File: src/rtl/pdac_seq_pkg.sv
package pdac_seq_pkg;

    typedef enum logic [2:0] {
        ST_IDLE,
        ST_WLOW,
        ST_WHOLD,
        ST_LGAP,
        ST_LLOW,
        ST_CLOW
    } seq_st_e;

    typedef struct packed {
        logic chan;
        logic load;
        logic clear;
    } req_ctl_t;

    function automatic int unsigned ps_to_cyc(input int unsigned t_ps, input int unsigned clk_ps);
        int unsigned n;
        n = (t_ps + clk_ps - 1) / clk_ps;
        return (n < 1) ? 1 : n;
    endfunction

    function automatic int unsigned umax(input int unsigned a, input int unsigned b);
        return (a > b) ? a : b;
    endfunction

endpackage

File: src/rtl/pdac_seq_timer.sv
module pdac_seq_timer #(
    parameter int unsigned CW = 2
) (
    input  logic          clk,
    input  logic          rst,
    input  logic          load,
    input  logic [CW-1:0] load_val,
    output logic          done
);
    logic [CW-1:0] cnt;

    always_ff @(posedge clk) begin
        if (rst)
            cnt <= '0;
        else if (load)
            cnt <= load_val;
        else if (cnt != '0)
            cnt <= cnt - 1'b1;
    end

    assign done = (cnt == '0);

    AST_TIMER_COUNTS_DOWN: assert property (@(posedge clk) disable iff (rst)
        (!load && cnt != '0) |=> (cnt == $past(cnt) - 1'b1)) else $error("timer");

endmodule

File: src/rtl/pdac_seq_ctrl.sv
module pdac_seq_ctrl
    import pdac_seq_pkg::*;
#(
    parameter int unsigned N_WL  = 2,
    parameter int unsigned N_H   = 1,
    parameter int unsigned N_GAP = 1,
    parameter int unsigned N_LD  = 2,
    parameter int unsigned N_CLR = 2,
    parameter int unsigned CW    = 2
) (
    input  logic          clk,
    input  logic          rst,
    input  logic          req_valid,
    input  req_ctl_t      req_ctl,
    input  logic          tmr_done,
    output seq_st_e       state,
    output logic          accept,
    output logic          tmr_load,
    output logic [CW-1:0] tmr_val
);
    seq_st_e st_nx;
    logic    load_q;

    assign accept = (state == ST_IDLE) && req_valid;

    always_comb begin
        st_nx    = state;
        tmr_load = 1'b0;
        tmr_val  = '0;
        case (state)
            ST_IDLE: if (req_valid) begin
                tmr_load = 1'b1;
                if (req_ctl.clear) begin
                    st_nx   = ST_CLOW;
                    tmr_val = CW'(N_CLR - 1);
                end else begin
                    st_nx   = ST_WLOW;
                    tmr_val = CW'(N_WL - 1);
                end
            end
            ST_WLOW: if (tmr_done) begin
                st_nx    = ST_WHOLD;
                tmr_load = 1'b1;
                tmr_val  = CW'(N_H - 1);
            end
            ST_WHOLD: if (tmr_done) begin
                if (!load_q) begin
                    st_nx = ST_IDLE;
                end else if (N_GAP != 0) begin
                    st_nx    = ST_LGAP;
                    tmr_load = 1'b1;
                    tmr_val  = CW'(N_GAP - 1);
                end else begin
                    st_nx    = ST_LLOW;
                    tmr_load = 1'b1;
                    tmr_val  = CW'(N_LD - 1);
                end
            end
            ST_LGAP: if (tmr_done) begin
                st_nx    = ST_LLOW;
                tmr_load = 1'b1;
                tmr_val  = CW'(N_LD - 1);
            end
            ST_LLOW: if (tmr_done) st_nx = ST_IDLE;
            ST_CLOW: if (tmr_done) st_nx = ST_IDLE;
            default: st_nx = ST_IDLE;
        endcase
    end

    always_ff @(posedge clk) begin
        if (rst) begin
            state  <= ST_IDLE;
            load_q <= 1'b0;
        end else begin
            state <= st_nx;
            if (accept)
                load_q <= req_ctl.load && !req_ctl.clear;
        end
    end

    AST_LOAD_ONLY_AFTER_HOLD: assert property (@(posedge clk) disable iff (rst)
        (state == ST_LLOW && $past(state) != ST_LLOW) |->
        ($past(state) == ST_LGAP || $past(state) == ST_WHOLD)) else $error("ldac order");

endmodule

File: src/rtl/pdac_seq_bus.sv
module pdac_seq_bus
    import pdac_seq_pkg::*;
#(
    parameter int unsigned DATA_W = 8
) (
    input  logic              clk,
    input  logic              rst,
    input  seq_st_e           state,
    input  logic              accept,
    input  req_ctl_t          req_ctl,
    input  logic [DATA_W-1:0] req_data,
    output logic              dac_sel,
    output logic              dac_cs_n,
    output logic              dac_wr_n,
    output logic [DATA_W-1:0] dac_data,
    output logic              dac_ldac_n,
    output logic              dac_clr_n
);
    logic              sel_q;
    logic [DATA_W-1:0] data_q;

    always_ff @(posedge clk) begin
        if (rst) begin
            sel_q  <= 1'b0;
            data_q <= '0;
        end else if (accept && !req_ctl.clear) begin
            sel_q  <= req_ctl.chan;
            data_q <= req_data;
        end
    end

    assign dac_sel    = sel_q;
    assign dac_data   = data_q;
    assign dac_wr_n   = (state != ST_WLOW);
    assign dac_cs_n   = (state != ST_WLOW);
    assign dac_ldac_n = (state != ST_LLOW);
    assign dac_clr_n  = (state != ST_CLOW);

    AST_DATA_HELD_AT_RISE: assert property (@(posedge clk) disable iff (rst)
        $rose(dac_wr_n) |-> $stable(dac_data)) else $error("data hold");
    AST_LDAC_AFTER_WR_HIGH: assert property (@(posedge clk) disable iff (rst)
        $fell(dac_ldac_n) |-> (dac_wr_n && $past(dac_wr_n))) else $error("ldac setup");
    AST_ONE_STROBE: assert property (@(posedge clk) disable iff (rst)
        $onehot0({!dac_wr_n, !dac_ldac_n, !dac_clr_n})) else $error("strobes");

endmodule

File: src/rtl/pdac_write_seq.sv
module pdac_write_seq
    import pdac_seq_pkg::*;
#(
    parameter int unsigned DATA_W    = 8,
    parameter int unsigned CLK_PS    = 10000,
    parameter int unsigned T_WR_PS   = 20000,
    parameter int unsigned T_DSU_PS  = 15000,
    parameter int unsigned T_DH_PS   = 4500,
    parameter int unsigned T_W2L_PS  = 20000,
    parameter int unsigned T_LD_PS   = 20000,
    parameter int unsigned T_CLR_PS  = 20000
) (
    input  logic              clk,
    input  logic              rst,
    input  logic              req_valid,
    output logic              req_ready,
    input  logic              req_chan,
    input  logic [DATA_W-1:0] req_data,
    input  logic              req_load,
    input  logic              req_clear,
    output logic              busy,
    output logic              dac_sel,
    output logic              dac_cs_n,
    output logic              dac_wr_n,
    output logic [DATA_W-1:0] dac_data,
    output logic              dac_ldac_n,
    output logic              dac_clr_n
);
    localparam int unsigned N_WL  = umax(ps_to_cyc(T_WR_PS, CLK_PS), ps_to_cyc(T_DSU_PS, CLK_PS));
    localparam int unsigned N_H   = ps_to_cyc(T_DH_PS, CLK_PS);
    localparam int unsigned N_W2L = umax(ps_to_cyc(T_W2L_PS, CLK_PS), N_H);
    localparam int unsigned N_GAP = N_W2L - N_H;
    localparam int unsigned N_LD  = ps_to_cyc(T_LD_PS, CLK_PS);
    localparam int unsigned N_CLR = ps_to_cyc(T_CLR_PS, CLK_PS);
    localparam int unsigned N_MAX = umax(umax(N_WL, N_H), umax(umax(N_GAP, N_LD), N_CLR));
    localparam int unsigned CW    = (N_MAX < 2) ? 1 : $clog2(N_MAX);

    seq_st_e       state;
    req_ctl_t      req_ctl;
    logic          accept;
    logic          tmr_load;
    logic          tmr_done;
    logic [CW-1:0] tmr_val;

    assign req_ctl = '{chan: req_chan, load: req_load, clear: req_clear};

    pdac_seq_ctrl #(
        .N_WL(N_WL), .N_H(N_H), .N_GAP(N_GAP), .N_LD(N_LD), .N_CLR(N_CLR), .CW(CW)
    ) u_ctrl (
        .clk(clk), .rst(rst), .req_valid(req_valid), .req_ctl(req_ctl),
        .tmr_done(tmr_done), .state(state), .accept(accept),
        .tmr_load(tmr_load), .tmr_val(tmr_val)
    );

    pdac_seq_timer #(.CW(CW)) u_tmr (
        .clk(clk), .rst(rst), .load(tmr_load), .load_val(tmr_val), .done(tmr_done)
    );

    pdac_seq_bus #(.DATA_W(DATA_W)) u_bus (
        .clk(clk), .rst(rst), .state(state), .accept(accept), .req_ctl(req_ctl),
        .req_data(req_data), .dac_sel(dac_sel), .dac_cs_n(dac_cs_n), .dac_wr_n(dac_wr_n),
        .dac_data(dac_data), .dac_ldac_n(dac_ldac_n), .dac_clr_n(dac_clr_n)
    );

    assign req_ready = (state == ST_IDLE);
    assign busy      = !req_ready;

    AST_ACCEPT_GOES_BUSY: assert property (@(posedge clk) disable iff (rst)
        (req_valid && req_ready) |=> busy) else $error("accept");
    AST_CS_FOLLOWS_WR: assert property (@(posedge clk) disable iff (rst)
        (dac_cs_n == dac_wr_n)) else $error("cs");

endmodule

File: config.mk
export PLATFORM = sky130hd
export DESIGN_NAME = pdac_write_seq
export DESIGN_NICKNAME = d
export VERILOG_FILES = /design/src/rtl/pdac_seq_pkg.sv /design/src/rtl/pdac_seq_timer.sv /design/src/rtl/pdac_seq_ctrl.sv /design/src/rtl/pdac_seq_bus.sv /design/src/rtl/pdac_write_seq.sv
export SDC_FILE = /design/constraint.sdc
export NUM_CORES = 1
export LEC_CHECK = 0
export ABC_CLOCK_PERIOD_IN_PS = 3600
export BUFFER_PORTS_ARGS = -buffer_cell sky130_fd_sc_hd__buf_2
export CAP_MARGIN = 15
export CORE_MARGIN = 3
export CORE_UTILIZATION = 35
export DETAILED_ROUTE_END_ITERATION = 8
export SLEW_MARGIN = 15
export SYNTH_ARGS = -nofsm -noshare
export SYNTH_HDL_FRONTEND = slang
export SYNTH_HIERARCHICAL = 1
export SYNTH_SLANG_ARGS = --single-unit
export TNS_END_PERCENT = 5
File: constraint.sdc
create_clock -name clk -period 3.6 [get_ports clk]
set_clock_uncertainty 0.05 [all_clocks]
set_input_delay 0.18 -clock clk [delete_from_list [all_inputs] [get_ports clk]]
set_output_delay 0.18 -clock clk [all_outputs]
set_load 0.1 [all_outputs]
### Yosys cells after proc, flatten, opt, wreduce, memory -nomap -nowiden

Cells that the tools add are included.

* flip-flop bits (word level): 14
* latch bits: 0
* RAM bits: 0
* memory bits (read-only): 0
* bits of input ports: 14
* output and inout port bits: 15
* memories kept: 0

* add/sub/neg operators: 1
* multipliers: 0
* div/mod/pow operators: 0
* magnitude comparators: 0
* equality and inequality tests: 13
* shifts and indexed selects: 0
* multiplexer cells: 16
* bitwise logic cells: 0
* reduce and logical (&&, ||, !) cells: 9

Operators with widths (number)
* $mux W3: 6
* $pmux W3 S5: 1
* $ne A2 B2 Y1 const B: 5
* $eq A3 B2 Y1 const B: 2
* $eq A3 B3 Y1 const B: 2
* $mux W1: 6
* $ne A3 B3 Y1 const B: 2
* $reduce_and A5 Y1: 1
* $reduce_or A2 Y1: 2
* $eq A3 B1 Y1 const B: 1
* $logic_and A1 B1 Y1: 3
* $logic_not A3 Y1: 1
* $ne A3 B1 Y1 const B: 1
* $pmux W1 S3: 1
* $logic_not A1 Y1: 2
* $mux W2: 1
* $pmux W1 S2: 1
* $sub A1 B1 Y1 const B: 1

### Logic depth before layout (Yosys ltp)

* word-level depth: 4
* depth in mapped cells: 5
* depth with buffers taken out: 5

### Cells and area by module

The synthesis kept the hierarchy.

By module, submodules not included
* pdac_seq_bus: times used 1, cells each 43, area an instance 447.9 sq um, sequential area each 180.2 sq um
* pdac_seq_ctrl: times used 1, cells each 34, area an instance 282.8 sq um, sequential area each 80.1 sq um
* pdac_seq_timer: times used 1, cells each 3, area an instance 32.5 sq um, sequential area each 20.0 sq um
* pdac_write_seq: times used 1, cells each 2, area an instance 11.3 sq um, sequential area each 0.0 sq um

### Worst setup path before layout

No wires, ideal clock.

* path kind: register to output
* start point: reg u_ctrl.state[0]
* end point: out req_ready
* data arrival time: 2.487 ns
* setup slack: 0.883 ns
* cell stages (with the launch flop): 2
* path buffers: 0
* cell sequence: dfxtp_1 nor3_1

* word-level cells in the longest chain between the ends: 1

Ends and longest elaborated chain
* from (decl): line pdac_seq_ctrl.sv:16 `output seq_st_e state,`
* from (signal assigned): line pdac_seq_ctrl.sv:75 `state <= st_nx;`
* $logic_not A3 Y1: line pdac_write_seq.sv:65 `assign req_ready = (state == ST_IDLE);`
* to (decl): line pdac_write_seq.sv:16 `output logic req_ready,`

Every way passes these cells.

### Worst setup path in the final report

* start point: reg u_ctrl.state[0]
* end point: out dac_cs_n

* word-level cells in the longest chain between the ends: 1

Ends and longest elaborated chain
* $ne A3 B1 Y1: line pdac_seq_bus.sv:35 `assign dac_cs_n = (state != ST_WLOW);`
* to (decl): line pdac_write_seq.sv:23 `output logic dac_cs_n,`

Every way passes these cells.

==> impl_metrics.py <==
metrics = {
    "outcome": {
        "status": "finished, final reports clean",
    },
    "global_route": {
        "grt-ovfl-total": 0,
        "grt_usage_pct": 12.8,
        "grt_max_degree": 24,
        "grt_pass1_vias": 622,
        "antenna_found_initial": 0,
        "grt_pass1_wl_mm": 2.70,
    },
    "die": {
        "die_area_sq_um": 2810,
        "core_sq_um": 2020,
        "start_util_pct": 38.3,
        "boundaryPins": 29,
        "row_count": 16,
        "die_h_um": 53.0,
        "fp.dieW_um": 53.0,
    },
    "finish": {
        "mostFrequentLayoutCells": "28 x buf_2, 14 x dfxtp_1, 11 x nand2b_1, 9 x nand4bb_1, 6 x o21ai_1",
        "area_growth_syn_to_layout_pct": 24.4,
        "design_area_sq_um": 963,
        "final_nets": 126,
        "layout_commonest_cell": "buf_2",
        "num_antenna_cells": 0,
        "drive_above_1_share_pct": 37.8,
    },
    "worst_setup_path": {
        "arrival_ns": 1.61,
        "worstPathBufferInverterCount": 1,
        "cp_num_cells": 2,
        "cp_cell_sequence": "or3b_2 > buf_2",
        "reg2reg_depth": 4,
        "crit_path_end_kind": "output port",
        "timing.rr.start": "u_ctrl/state[1]",
        "ff2ff_setup_slack_ns": 2.13,
        "critical_path_class": "reg -> out",
        "startpoint_type": "flip-flop",
        "required_ns": 3.37,
        "r2r-end": "u_bus/dac_sel",
        "critPathTopFamily": "flip-flops",
        "critPathSlowestCell": "dfxtp_1",
        "slowest_delay_ns": 0.55,
        "path_max_fanout": 13,
    },
    "yosys": {
        "synth_top_family_by_area": "simple AND/OR/NAND/NOR gates",
        "async_reset_ff_share_pct": 0,
        "synth_area_sq_um": 774,
        "synth_nets": 96,
        "synth_cells": 82,
        "synthAdderAreaFrac_pct": 0,
        "synthSimpleGateAreaFrac_pct": 39.6,
        "synth.area.mux_share_pct": 1.29,
        "ys_ff_latch": 14,
        "yosysWarnings": 6,
        "synth_edf_count": 0,
        "synth_compound_area_share_pct": 17.8,
        "yosysUniqueCellTypes": 29,
        "synthXorXnorAreaFrac_pct": 0,
        "yosys_most_used_dff": "dfxtp_1",
        "syn_area_per_cell_sq_um": 9.45,
        "ys_seq_area_share_pct": 36.2,
    },
    "place": {
        "io_buffers": 28,
        "gp_congestion": 0.686,
        "placed_area_sq_um": 927,
        "dp_hpwl_mm": 1.12,
    },
    "timing": {
        "finalMaxSlewViolations": 0,
        "finalSetupTns_ns": 0,
        "timing.slew.headroom_pct": 66.7,
        "rsz0062_at_grt": "false",
        "finalCritPeriodShare_pct": 51.2,
        "report.final.hold_viol_count": 0,
        "tightest_slew_ns": 0.499,
        "setup_viol": 0,
        "max_freq_mhz": 543,
        "timing.final.crit_period_ns": 1.84,
    },
    "min_path": {
        "hold_depth": 3,
        "hold_path_end": "u_bus/dac_data[5]",
        "hp-class": "in -> reg",
        "hold_start": "req_data[5]",
    },
    "clocking": {
        "path_clk_slew_ns": 0.08,
        "cts-resized-gates": 0,
        "clock_latency_ns": 0.27,
        "clockRootBuffer": "clkbuf_4",
        "cts_tree": "done",
        "htreeDepth": 1,
        "clockBufferDepth": 2,
        "clkSinkCount": 14,
        "post_cts_buffers": 0,
        "holdBufCountCts": 0,
        "cts_inserted_buffers": 3,
    },
    "routing": {
        "wl_per_cell_um": 11.4,
        "vias": 690,
        "firstDrtPassIters": 4,
        "viasPerCell": 5.00,
        "drt-initial-drc-count": 7,
        "drt.antenna.violating_nets": 0,
        "drt-total-wl_mm": 1.57,
        "drc": 0,
    },
    "pwr": {
        "leakage_nw": 0.396,
        "irDropWorstVdd_v": 0.000392,
        "p_per_area_nw_per_um2": 622,
    },
    "run": {
        "maxCapViolations": 0,
    },
}
==> worst max path at each step <==
stage / startpoint / endpoint
after floorplan: u_ctrl/state[0] / req_ready
after global placement: u_ctrl/state[0] / dac_cs_n
after detailed placement: u_ctrl/state[0] / dac_wr_n
after CTS: u_ctrl/state[0] / dac_wr_n
after global routing: u_ctrl/state[0] / dac_cs_n
final: u_ctrl/state[0] / dac_cs_n
==> final cells by class <==
| cell class | instances | area (sq um) |
|---|---|---|
| clock buffers | 4 | 36.3 |
| repair buffers | 29 | 148 |
| well taps | 27 | 33.8 |
| fillers | 209 | 1060 |
| flip-flops and latches | 14 | 280 |
| inverters | 3 | 11.3 |
| multi-input cells | 61 | 454 |
==> metal layers <==
| metal | vias to the layer above | routed length (um) | track usage [%] |
|---|---|---|---|
| li1 | 357 | - | - |
| met2 | 15 | 737 | 19.8 |
| met3 | 2 | 84 | 3.38 |
| met5 | - | 0 | 0 |
| met1 | 316 | 742 | 16.6 |
| met4 | 0 | 10 | 5.11 |
==> worst register-to-register path: cells and delay by family, from the launching register on <==
kind | cells | cell delay, ns
DFF | 1 | 0.46
and+or+nand+nor | 2 | 0.55
AOI/OAI and AO/OA | 1 | 0.09
buffers and inverters | 1 | 0.22
==> cell usage after synthesis, types with 2 or more instances <==
cell type | n | area (sq um)
nand3b_1 | 2 | 15.0
o21ai_2 | 5 | 43.8
nand4bb_1 | 9 | 101
inv_1 | 3 | 11.3
dfxtp_1 | 14 | 280
o21ai_1 | 6 | 30.0
nand2_1 | 2 | 7.51
a21oi_1 | 4 | 20.0
nor2b_1 | 3 | 18.8
o21ai_0 | 3 | 15.0
nand2b_1 | 11 | 68.8
or3_1 | 2 | 12.5
buf_2 | 2 | 10.0
==> flip-flops by register name (all words and copies together), names as in the netlist <==
register,count
u_bus/dac_data,8
u_tmr/cnt,1
u_bus/dac_sel,1
u_ctrl/load_q,1
u_ctrl/state,3
==> cell families (layout without fill, tap and decap cells) <==
logic type	Yosys count	in the layout
buffers and inverters	7	36
AO/OA/AOI/OAI	21	21
multiplexers	1	1
AND/OR/NAND/NOR	39	39
flip-flops	14	14
==> where the power goes <==
group          switching, mW  internal [mW]  total [mW]
clock network         0.0499         0.0614       0.111
logic                  0.228         0.0656       0.294
registers             0.0242          0.171       0.195
total                  0.302          0.298       0.600
==> stage by stage <==
stage                     setup slack (ns)  std cells  power [mW]  utilization, %  hold slack [ns]
after global placement                2.08        134       0.492            45.9            0.395
after detailed placement              2.04        134       0.494            45.9            0.403
after floorplan                      0.883         82       0.451               -            0.195
after global routing                  1.63        138       0.635            47.6            0.114
after CTS                             1.74        138       0.608            47.6            0.109
final                                 1.76        138       0.600            47.6            0.125
(Power assumes the default switching activity.)
